## config.mk

```make
export PLATFORM = sky130hd
export DESIGN_NAME = insn_phase_sequencer
export DESIGN_NICKNAME = d
export VERILOG_FILES = /design/src/rtl/seq_pkg.sv /design/src/rtl/seq_reset_sync.sv /design/src/rtl/seq_phase_gen.sv /design/src/rtl/seq_fetch_unit.sv /design/src/rtl/seq_exec_strobe.sv /design/src/rtl/insn_phase_sequencer.sv
export SDC_FILE = /design/constraint.sdc
export NUM_CORES = 1
export LEC_CHECK = 0
export ABC_AREA = 1
export BUFFER_PORTS_ARGS = -buffer_cell sky130_fd_sc_hd__buf_4
export CAP_MARGIN = 15
export CORE_MARGIN = 5
export CORE_UTILIZATION = 30
export DETAILED_ROUTE_END_ITERATION = 8
export SYNTH_ARGS = -nofsm -noshare
export SYNTH_HDL_FRONTEND = slang
export SYNTH_HIERARCHICAL = 1
export SYNTH_SLANG_ARGS = --single-unit
```

## constraint.sdc

```tcl
create_clock -name clk -period 4.1 [get_ports clk]
set_input_delay 0.41 -clock clk [delete_from_list [all_inputs] [get_ports clk]]
set_output_delay 0.41 -clock clk [all_outputs]
set_load 0.01 [all_outputs]
```

## src/rtl/seq_pkg.sv

```systemverilog
package seq_pkg;
  localparam int NUM_PHASES = 4;
  localparam int PHASE_W    = 2;

  typedef enum logic [PHASE_W-1:0] {
    PH_Q1 = 2'd0,
    PH_Q2 = 2'd1,
    PH_Q3 = 2'd2,
    PH_Q4 = 2'd3
  } phase_e;

  // strobe bit positions, one per execute phase
  localparam int STB_DECODE  = 0;
  localparam int STB_OPERAND = 1;
  localparam int STB_PROCESS = 2;
  localparam int STB_WRBACK  = 3;
endpackage

```

## src/rtl/seq_reset_sync.sv

```systemverilog
module seq_reset_sync #(
  parameter int STAGES = 2
) (
  input  logic clk,
  input  logic rst_n_async,
  output logic rst_n_sync
);
  logic [STAGES-1:0] chain_q;
  logic [STAGES-1:0] chain_d;

  always_comb begin
    chain_d = {chain_q[STAGES-2:0], 1'b1};
  end

  always_ff @(posedge clk or negedge rst_n_async) begin
    if (!rst_n_async) chain_q <= '0;
    else              chain_q <= chain_d;
  end

  assign rst_n_sync = chain_q[STAGES-1];
endmodule

```

## src/rtl/seq_phase_gen.sv

```systemverilog
module seq_phase_gen
  import seq_pkg::*;
(
  input  logic                  clk,
  input  logic                  rst_n,
  output logic [PHASE_W-1:0]    phase,
  output logic [NUM_PHASES-1:0] ph_hot
);
  phase_e phase_q;
  phase_e phase_d;

  always_comb begin
    phase_d = phase_e'(phase_q + 2'd1);
  end

  always_ff @(posedge clk or negedge rst_n) begin
    if (!rst_n) phase_q <= PH_Q1;
    else        phase_q <= phase_d;
  end

  assign phase = phase_q;

  for (genvar k = 0; k < NUM_PHASES; k++) begin : g_hot
    assign ph_hot[k] = (phase_q == phase_e'(k));
  end
endmodule

```

## src/rtl/seq_fetch_unit.sv

```systemverilog
module seq_fetch_unit
  import seq_pkg::*;
#(
  parameter int               PC_W     = 12,
  parameter int               INSTR_W  = 14,
  parameter logic [PC_W-1:0]  RESET_PC = '0
) (
  input  logic                  clk,
  input  logic                  rst_n,
  input  logic [NUM_PHASES-1:0] ph_hot,
  input  logic [INSTR_W-1:0]    imem_data,
  input  logic                  flush_req,
  input  logic [PC_W-1:0]       flush_target,
  output logic [PC_W-1:0]       pc,
  output logic [PC_W-1:0]       fetch_addr,
  output logic [INSTR_W-1:0]    ir,
  output logic                  ir_valid
);
  logic [PC_W-1:0]    pc_q, pc_d, fa_q, fa_d;
  logic [INSTR_W-1:0] ir_q, ir_d;
  logic               val_q, val_d;
  logic               pc_en, fa_en, ir_en;
  logic               redirect;

  // clock enables
  assign redirect = ph_hot[PH_Q4] & flush_req;
  assign pc_en    = ph_hot[PH_Q1] | redirect;
  assign fa_en    = ph_hot[PH_Q1];
  assign ir_en    = ph_hot[PH_Q4];

  // next-state values
  always_comb begin
    pc_d  = redirect ? flush_target : pc_q + PC_W'(1);
    fa_d  = pc_q;
    ir_d  = imem_data;
    val_d = ~flush_req;
  end

  always_ff @(posedge clk or negedge rst_n) begin
    if (!rst_n) begin
      pc_q  <= RESET_PC;
      fa_q  <= RESET_PC;
      ir_q  <= '0;
      val_q <= 1'b0;
    end else begin
      if (pc_en) pc_q <= pc_d;
      if (fa_en) fa_q <= fa_d;
      if (ir_en) begin
        ir_q  <= ir_d;
        val_q <= val_d;
      end
    end
  end

  assign pc         = pc_q;
  assign fetch_addr = fa_q;
  assign ir         = ir_q;
  assign ir_valid   = val_q;
endmodule

```

## src/rtl/seq_exec_strobe.sv

```systemverilog
module seq_exec_strobe
  import seq_pkg::*;
(
  input  logic [NUM_PHASES-1:0] ph_hot,
  input  logic                  ir_valid,
  output logic [NUM_PHASES-1:0] stb
);
  for (genvar k = 0; k < NUM_PHASES; k++) begin : g_stb
    assign stb[k] = ir_valid & ph_hot[k];
  end
endmodule

```

## src/rtl/insn_phase_sequencer.sv

```systemverilog
module insn_phase_sequencer
  import seq_pkg::*;
#(
  parameter int               PC_W     = 12,
  parameter int               INSTR_W  = 14,
  parameter logic [PC_W-1:0]  RESET_PC = '0
) (
  input  logic                  clk,
  input  logic                  rst_n,
  input  logic [INSTR_W-1:0]    imem_data,
  input  logic                  flush_req,
  input  logic [PC_W-1:0]       flush_target,
  output logic [1:0]            phase_o,
  output logic [PC_W-1:0]       pc_o,
  output logic [PC_W-1:0]       fetch_addr_o,
  output logic [INSTR_W-1:0]    ir_o,
  output logic                  ex_valid_o,
  output logic [3:0]            ex_stb_o
);
  logic                  rst_core_n;
  logic [NUM_PHASES-1:0] ph_hot;
  logic                  ir_valid;

  seq_reset_sync #(.STAGES(2)) u_rst (
    .clk        (clk),
    .rst_n_async(rst_n),
    .rst_n_sync (rst_core_n)
  );

  seq_phase_gen u_phase (
    .clk   (clk),
    .rst_n (rst_core_n),
    .phase (phase_o),
    .ph_hot(ph_hot)
  );

  seq_fetch_unit #(
    .PC_W    (PC_W),
    .INSTR_W (INSTR_W),
    .RESET_PC(RESET_PC)
  ) u_fetch (
    .clk         (clk),
    .rst_n       (rst_core_n),
    .ph_hot      (ph_hot),
    .imem_data   (imem_data),
    .flush_req   (flush_req),
    .flush_target(flush_target),
    .pc          (pc_o),
    .fetch_addr  (fetch_addr_o),
    .ir          (ir_o),
    .ir_valid    (ir_valid)
  );

  seq_exec_strobe u_exec (
    .ph_hot  (ph_hot),
    .ir_valid(ir_valid),
    .stb     (ex_stb_o)
  );

  assign ex_valid_o = ir_valid;
endmodule

```

==> run summary, run 1 <==
Synth Area per Inst - 8.32 um2
worst-case clock skew - 0.00324 ns
H-tree depth - 2
Power, Total - 1010 uW
Final Cycle Share - 49.1%
Skew-Pair Late Insertion Delay - 0.29 ns
Synthesis Warnings - 6
Post-Synth XOR/XNOR Area - 0%
Final Setup Violations - 0
drt wl/cell - 13.3 um
Post-Route WL - 5300 um
crit path time final - 2.01 ns
CTS clock-pin slew for the worst setup and hold paths - 0.08 ns
max_cap viols - 0
Site Rows - 30
die height - 92.1 um
crit-path max cell delay - 0.60 ns
DR vias - 1779
Critical Path AT - 1.60 ns
total CTS buffers - 5
CTS tree - done
post-synthesis simple-gate area fraction - 28.0%
FF+latch count, synth - 43
Slowest cell on crit path - ha_1
pwr dens - 369 nW/um2
Cells after Synth - 243
die width - 92.1 um
Worst Path Required - 3.69 ns
die area - 8480 um2
CP Launch Type - flip-flop
Top FF cell, synth - dfrtp_1
largest family of logic cells by synthesized area - simple AND/OR/NAND/NOR gates
WP buf/inv - 2
Compound-Gate Fraction of Synth Area - 7.80%
post-synth cell types - 23
worst slew pin tran - 0.886 ns
IO Count - 74
Yosys top cell area share - 53.3%
Routed Antenna Nets - 0
Post-synth EDFFs - 0
Max Slew Vio Count - 0
Rel. slew slack - 40.9%
grt ovf - 0
gpl congestion - 0.783
dominant cells by area after synthesis - dfrtp_1, nand2_1, nand3_1, inv_1, ha_1
unrepaired setup endpoints after global routing - false
TNS Setup - 0 ns
Final Worst Setup Slack - 2.09 ns
post-CTS setup buffer count - 0
Initial Util - 30.2%
first-pass GRT wire length - 8600 um
Crit Path Max Fanout - 18
placed cell count - 389
mux cell area share after synthesis - 0%
Total GRT Usage - 12.8%
metal2 WL - 2490 um
Post-Layout Cell Count - 398
WS Path Type - flip-flop to output port
Layout Nets - 351
most frequent cells in the layout - nand2_1, buf_4, dfrtp_1
fillers - 693
Util after Layout - 41.1%
DR vias/cell - 4.47
DP Worst Slack - 2.19 ns
leakage power - 0.00144 uW
share of layout cells above drive strength 1 - 29.6%
post-synthesis instance area - 2020 um2
Core ar. - 6680 um2
vias in the first global route - 1789
Synth Area in Adders - 3.10%
cell taking the most area after synthesis - dfrtp_1
largest net degree at the start of global routing - 42
Area Overhead vs Synth - 35.9%
initial DRC count - 105
asr flop ratio synth - 100%
most common cell after layout, fill and taps aside - nand2_1
CTS resizes - 0
Synth Net Count - 277
root buffer cell - clkbuf_8
Clock Tree Buf Depth - 2
kind of end point of the critical path - output port
ant diodes - 0
Hold Fails Final Rpt - 0
worst hold path type - input pin to flip-flop
Worst path top cell family by delay - adder cells
peak supply drop - 112 uV
Max Fclk - 497 MHz
drt pass-1 iters - 4
initial antenna violation count - 0
critical-path cell list - ha_1 -> nand2_1 -> inv_1 -> buf_4
highest metal used - met4
Seq/Total Area, Yosys - 53.3%
Detail Route met3 WL - 333 um
Sink Count - 43
port bufs - 73
Post-route DRC - 0
M1 WL - 2410 um
status - complete, no violations
dpl hpwl - 3970 um
[Yosys cell counts (2+ instances only)]
library cell / instances
o211ai_2: 2
nand2_2: 3
nor2_1: 8
o21ai_1: 8
dfrtp_1: 43
nand2_4: 2
ha_1: 5
o21ai_0: 10
a21oi_1: 4
buf_2: 3
nor2_4: 2
nand3_1: 20
buf_6: 3
nand2_1: 96
o211ai_1: 2
inv_1: 23
clkinv_1: 2
inv_2: 2
[worst register-to-register path, stage by stage (launching register included)]
cell,delay (ns)
dfrtp_1,0.41
ha_1,0.60
nand2_4,0.29
clkinv_1,0.25
nand2_1,0.08
nand2_1,0.07
inv_1,0.04
a21oi_1,0.13
[power breakdown]
part	internal, uW	leakage (uW)	switching, uW
clock	197	0.0000612	145
combinational	87.4	0.000872	80.3
sequential	461	0.000511	42.7
[registers in the layout, indices dropped and copies added (netlist names)]
signal,cells
u_fetch/ir_valid,1
u_fetch/pc,12
u_phase/phase,2
u_fetch/fetch_addr,12
u_fetch/ir,14
u_rst/chain_q,2
[final cells by class]
type	count	area (um2)	area share [%]
Sequential cell	43	1080	39.2
Multi-Input combinational cell	166	791	28.8
Timing Repair Buffer	74	558	20.3
Inverter	27	101	3.69
Tap cell	80	100	3.65
Clock buffer	6	82.6	3.01
Clock inverter	2	35.0	1.28
[stage by stage]
step | hold slack [ns] | instance area, um2
global route | 0.310 | 2750
global placement | 0.193 | 2620
floorplan | 0.114 | 2020
CTS | 0.299 | 2750
detailed placement | 0.195 | 2620
finish | 0.311 | 2750
[worst paths after layout]
kind                                       startpoint                                 to  slack [ns]  cells past startpoint
min reg2reg                u_rst/chain_q[0]$_DFF_PN0_         u_rst/chain_q[1]$_DFF_PN0_        0.35                      0
max in group asynchronous  u_rst/chain_q[1]$_DFF_PN0_  u_fetch/fetch_addr[9]$_DFFE_PN0P_        3.15                      0
min in group asynchronous  u_rst/chain_q[1]$_DFF_PN0_          u_fetch/ir[5]$_DFFE_PN0P_        0.40                      0
min                                     imem_data[12]         u_fetch/ir[12]$_DFFE_PN0P_        0.31                      3
max                        u_phase/phase[1]$_DFF_PN0_                        ex_stb_o[3]        2.09                      4
max reg2reg                u_phase/phase[1]$_DFF_PN0_          u_fetch/pc[8]$_DFFE_PN0P_        2.17                      7
[routing by layer]
| layer | GRT usage [%] | vias to the layer above |
|---|---|---|
| met1 | 16.2 | 826 |
| li1 | - | 906 |
| met5 | 0 | - |
| met2 | 20.6 | 42 |
| met4 | 4.08 | 0 |
| met3 | 4.18 | 5 |
[timing repair]
item	in CTS	in global routing
hold endpoints to repair	2	0
hold buffers	1	0
setup endpoints to repair	0	0
[cell families (layout without fill, tap and decap cells)]
family          after synthesis  after routing
simple gates                133            133
flops                        43             43
buf+inv                      34            109
compound gates               27             27
fa+ha+maj                     5              5
other cells                   1              1
(Power assumes the default switching activity.)
==> inputs of run 2 (changes only) <==
==> constraint.sdc (replaced) <==
create_clock -name clk -period 1.7 [get_ports clk]
set_input_delay 0.17 -clock clk [delete_from_list [all_inputs] [get_ports clk]]
set_output_delay 0.17 -clock clk [all_outputs]
set_load 0.01 [all_outputs]
==> run 2 against run 1 <==
Wire length up 1.4%. Combinational power up 150%. Sequential power up 140%. Highest routed layer unchanged. Non-clock buffer count up 6. Count of clock-buffer cells in the layout up 1.
==> run summary, run 2 (synthesized netlist as in run 1, its figures left out) <==
ant diodes - 0
pwr dens - 811 nW/um2
die width - 92.1 um
Final Worst Setup Slack - 0.129 ns
CTS tree - done
Clock Tree Buf Depth - 2
Crit Path Max Fanout - 17
drt pass-1 iters - 4
Post-Layout Cell Count - 404
first-pass GRT wire length - 8950 um
status - complete, no violations
Util after Layout - 41.3%
share of layout cells above drive strength 1 - 30.6%
Max Fclk - 636 MHz
DP Worst Slack - 0.165 ns
Core ar. - 6680 um2
Hold Fails Final Rpt - 0
Final Setup Violations - 0
WS Path Type - flip-flop to output port
root buffer cell - clkbuf_8
Total GRT Usage - 13.3%
worst hold path type - input pin to flip-flop
max_cap viols - 0
TNS Setup - 0 ns
crit path time final - 1.57 ns
Critical Path AT - 1.40 ns
Worst Path Required - 1.53 ns
port bufs - 73
Skew-Pair Late Insertion Delay - 0.29 ns
fillers - 709
CTS clock-pin slew for the worst setup and hold paths - 0.08 ns
Post-Route WL - 5380 um
grt ovf - 0
initial DRC count - 89
vias in the first global route - 1808
CP Launch Type - flip-flop
Max Slew Vio Count - 0
IO Count - 74
die height - 92.1 um
die area - 8480 um2
Layout Nets - 357
Area Overhead vs Synth - 36.7%
leakage power - 0.00145 uW
H-tree depth - 2
DR vias/cell - 4.45
fin area - 2760 um2
most common cell after layout, fill and taps aside - nand2_1
placed cell count - 395
initial antenna violation count - 0
drt wl/cell - 13.3 um
dpl hpwl - 4210 um
worst-case clock skew - 0.00640 ns
Post-route DRC - 0
total CTS buffers - 5
Largest register FFs - 14
Initial Util - 30.2%
Routed Antenna Nets - 0
kind of end point of the critical path - output port
most frequent cells in the layout - nand2_1, buf_4, dfrtp_1
unrepaired setup endpoints after global routing - false
Site Rows - 30
peak supply drop - 355 uV
Final Cycle Share - 92.4%
Sink Count - 43
Area after DPL - 2660 um2
largest net degree at the start of global routing - 22
DR vias - 1796
gpl congestion - 0.799
## run 2: cell count changes in the layout (fill, tap and decap cells not counted)
cell        before  now
clkbuf_1         0    2
buf_4           73   78
buf_6            0    1
clkbuf_8         6    5
clkinv_1         2    1
bufinv_16        1    0
clkinvlp_4       0    1
## run 2: cell type report
class                      instances  area (um2)  area share [%]
sequential                        43        1080            39.0
multi-input combinational        166         791            28.6
timing repair buffer              80         607            22.0
inverter                          27         105            3.81
tap                               80         100            3.62
clock buffer                       7        76.3            2.76
clock inverter                     1        5.00           0.181
## run 2: through the flow
stage / total power [uW] / hold WS [ns]
finish: 2240 / 0.0782
global route: 2390 / 0.0711
CTS: 2290 / 0.0681
detailed placement: 1650 / -0.0429
global placement: 1650 / -0.0465
floorplan: 1390 / -0.126
## run 2: final timing paths
path                       cells after the start                          to                  startpoint  slack [ns]
max                                            5                 ex_stb_o[3]  u_phase/phase[0]$_DFF_PN0_        0.13
max in group asynchronous                      1   u_fetch/ir[8]$_DFFE_PN0P_  u_rst/chain_q[1]$_DFF_PN0_        0.90
max reg2reg                                    7   u_fetch/pc[9]$_DFFE_PN0P_  u_phase/phase[0]$_DFF_PN0_        0.16
min in group asynchronous                      2  u_rst/chain_q[0]$_DFF_PN0_                       rst_n        0.19
min reg2reg                                    0  u_fetch/ir[13]$_DFFE_PN0P_  u_rst/chain_q[1]$_DFF_PN0_        0.23
min                                            3   u_fetch/ir[1]$_DFFE_PN0P_                imem_data[1]        0.08
## run 2: routing by layer
layer | global-route usage [%] | up-vias | share of wire (%)
met4 | 4.08 | 0 | 0.82
met1 | 18.0 | 829 | 46
met3 | 3.53 | 2 | 5.2
li1 | - | 918 | -
met2 | 20.6 | 47 | 48
met5 | 0 | - | 0
## run 2: timing repair
item                                   in CTS  in global routing
setup endpoints to repair                   0                  2
buffers inserted                            0                  0
gates resized for setup                     0                  2
hold buffers                                1                  0
endpoints found under the hold margin       2                  0
## run 2: worst max-delay path, cell delays in order (launching register included)
cell and delay, ns:
dfrtp_1 0.42, ha_1 0.27, buf_6 0.18, nand2_1 0.07, inv_1 0.04, buf_4 0.13
## run 2: report_power, final
part	internal, uW	leakage, uW	switching, uW
Clock	288	0.0000422	328
Combinational	214	0.000899	202
Sequential	1110	0.000511	94.0
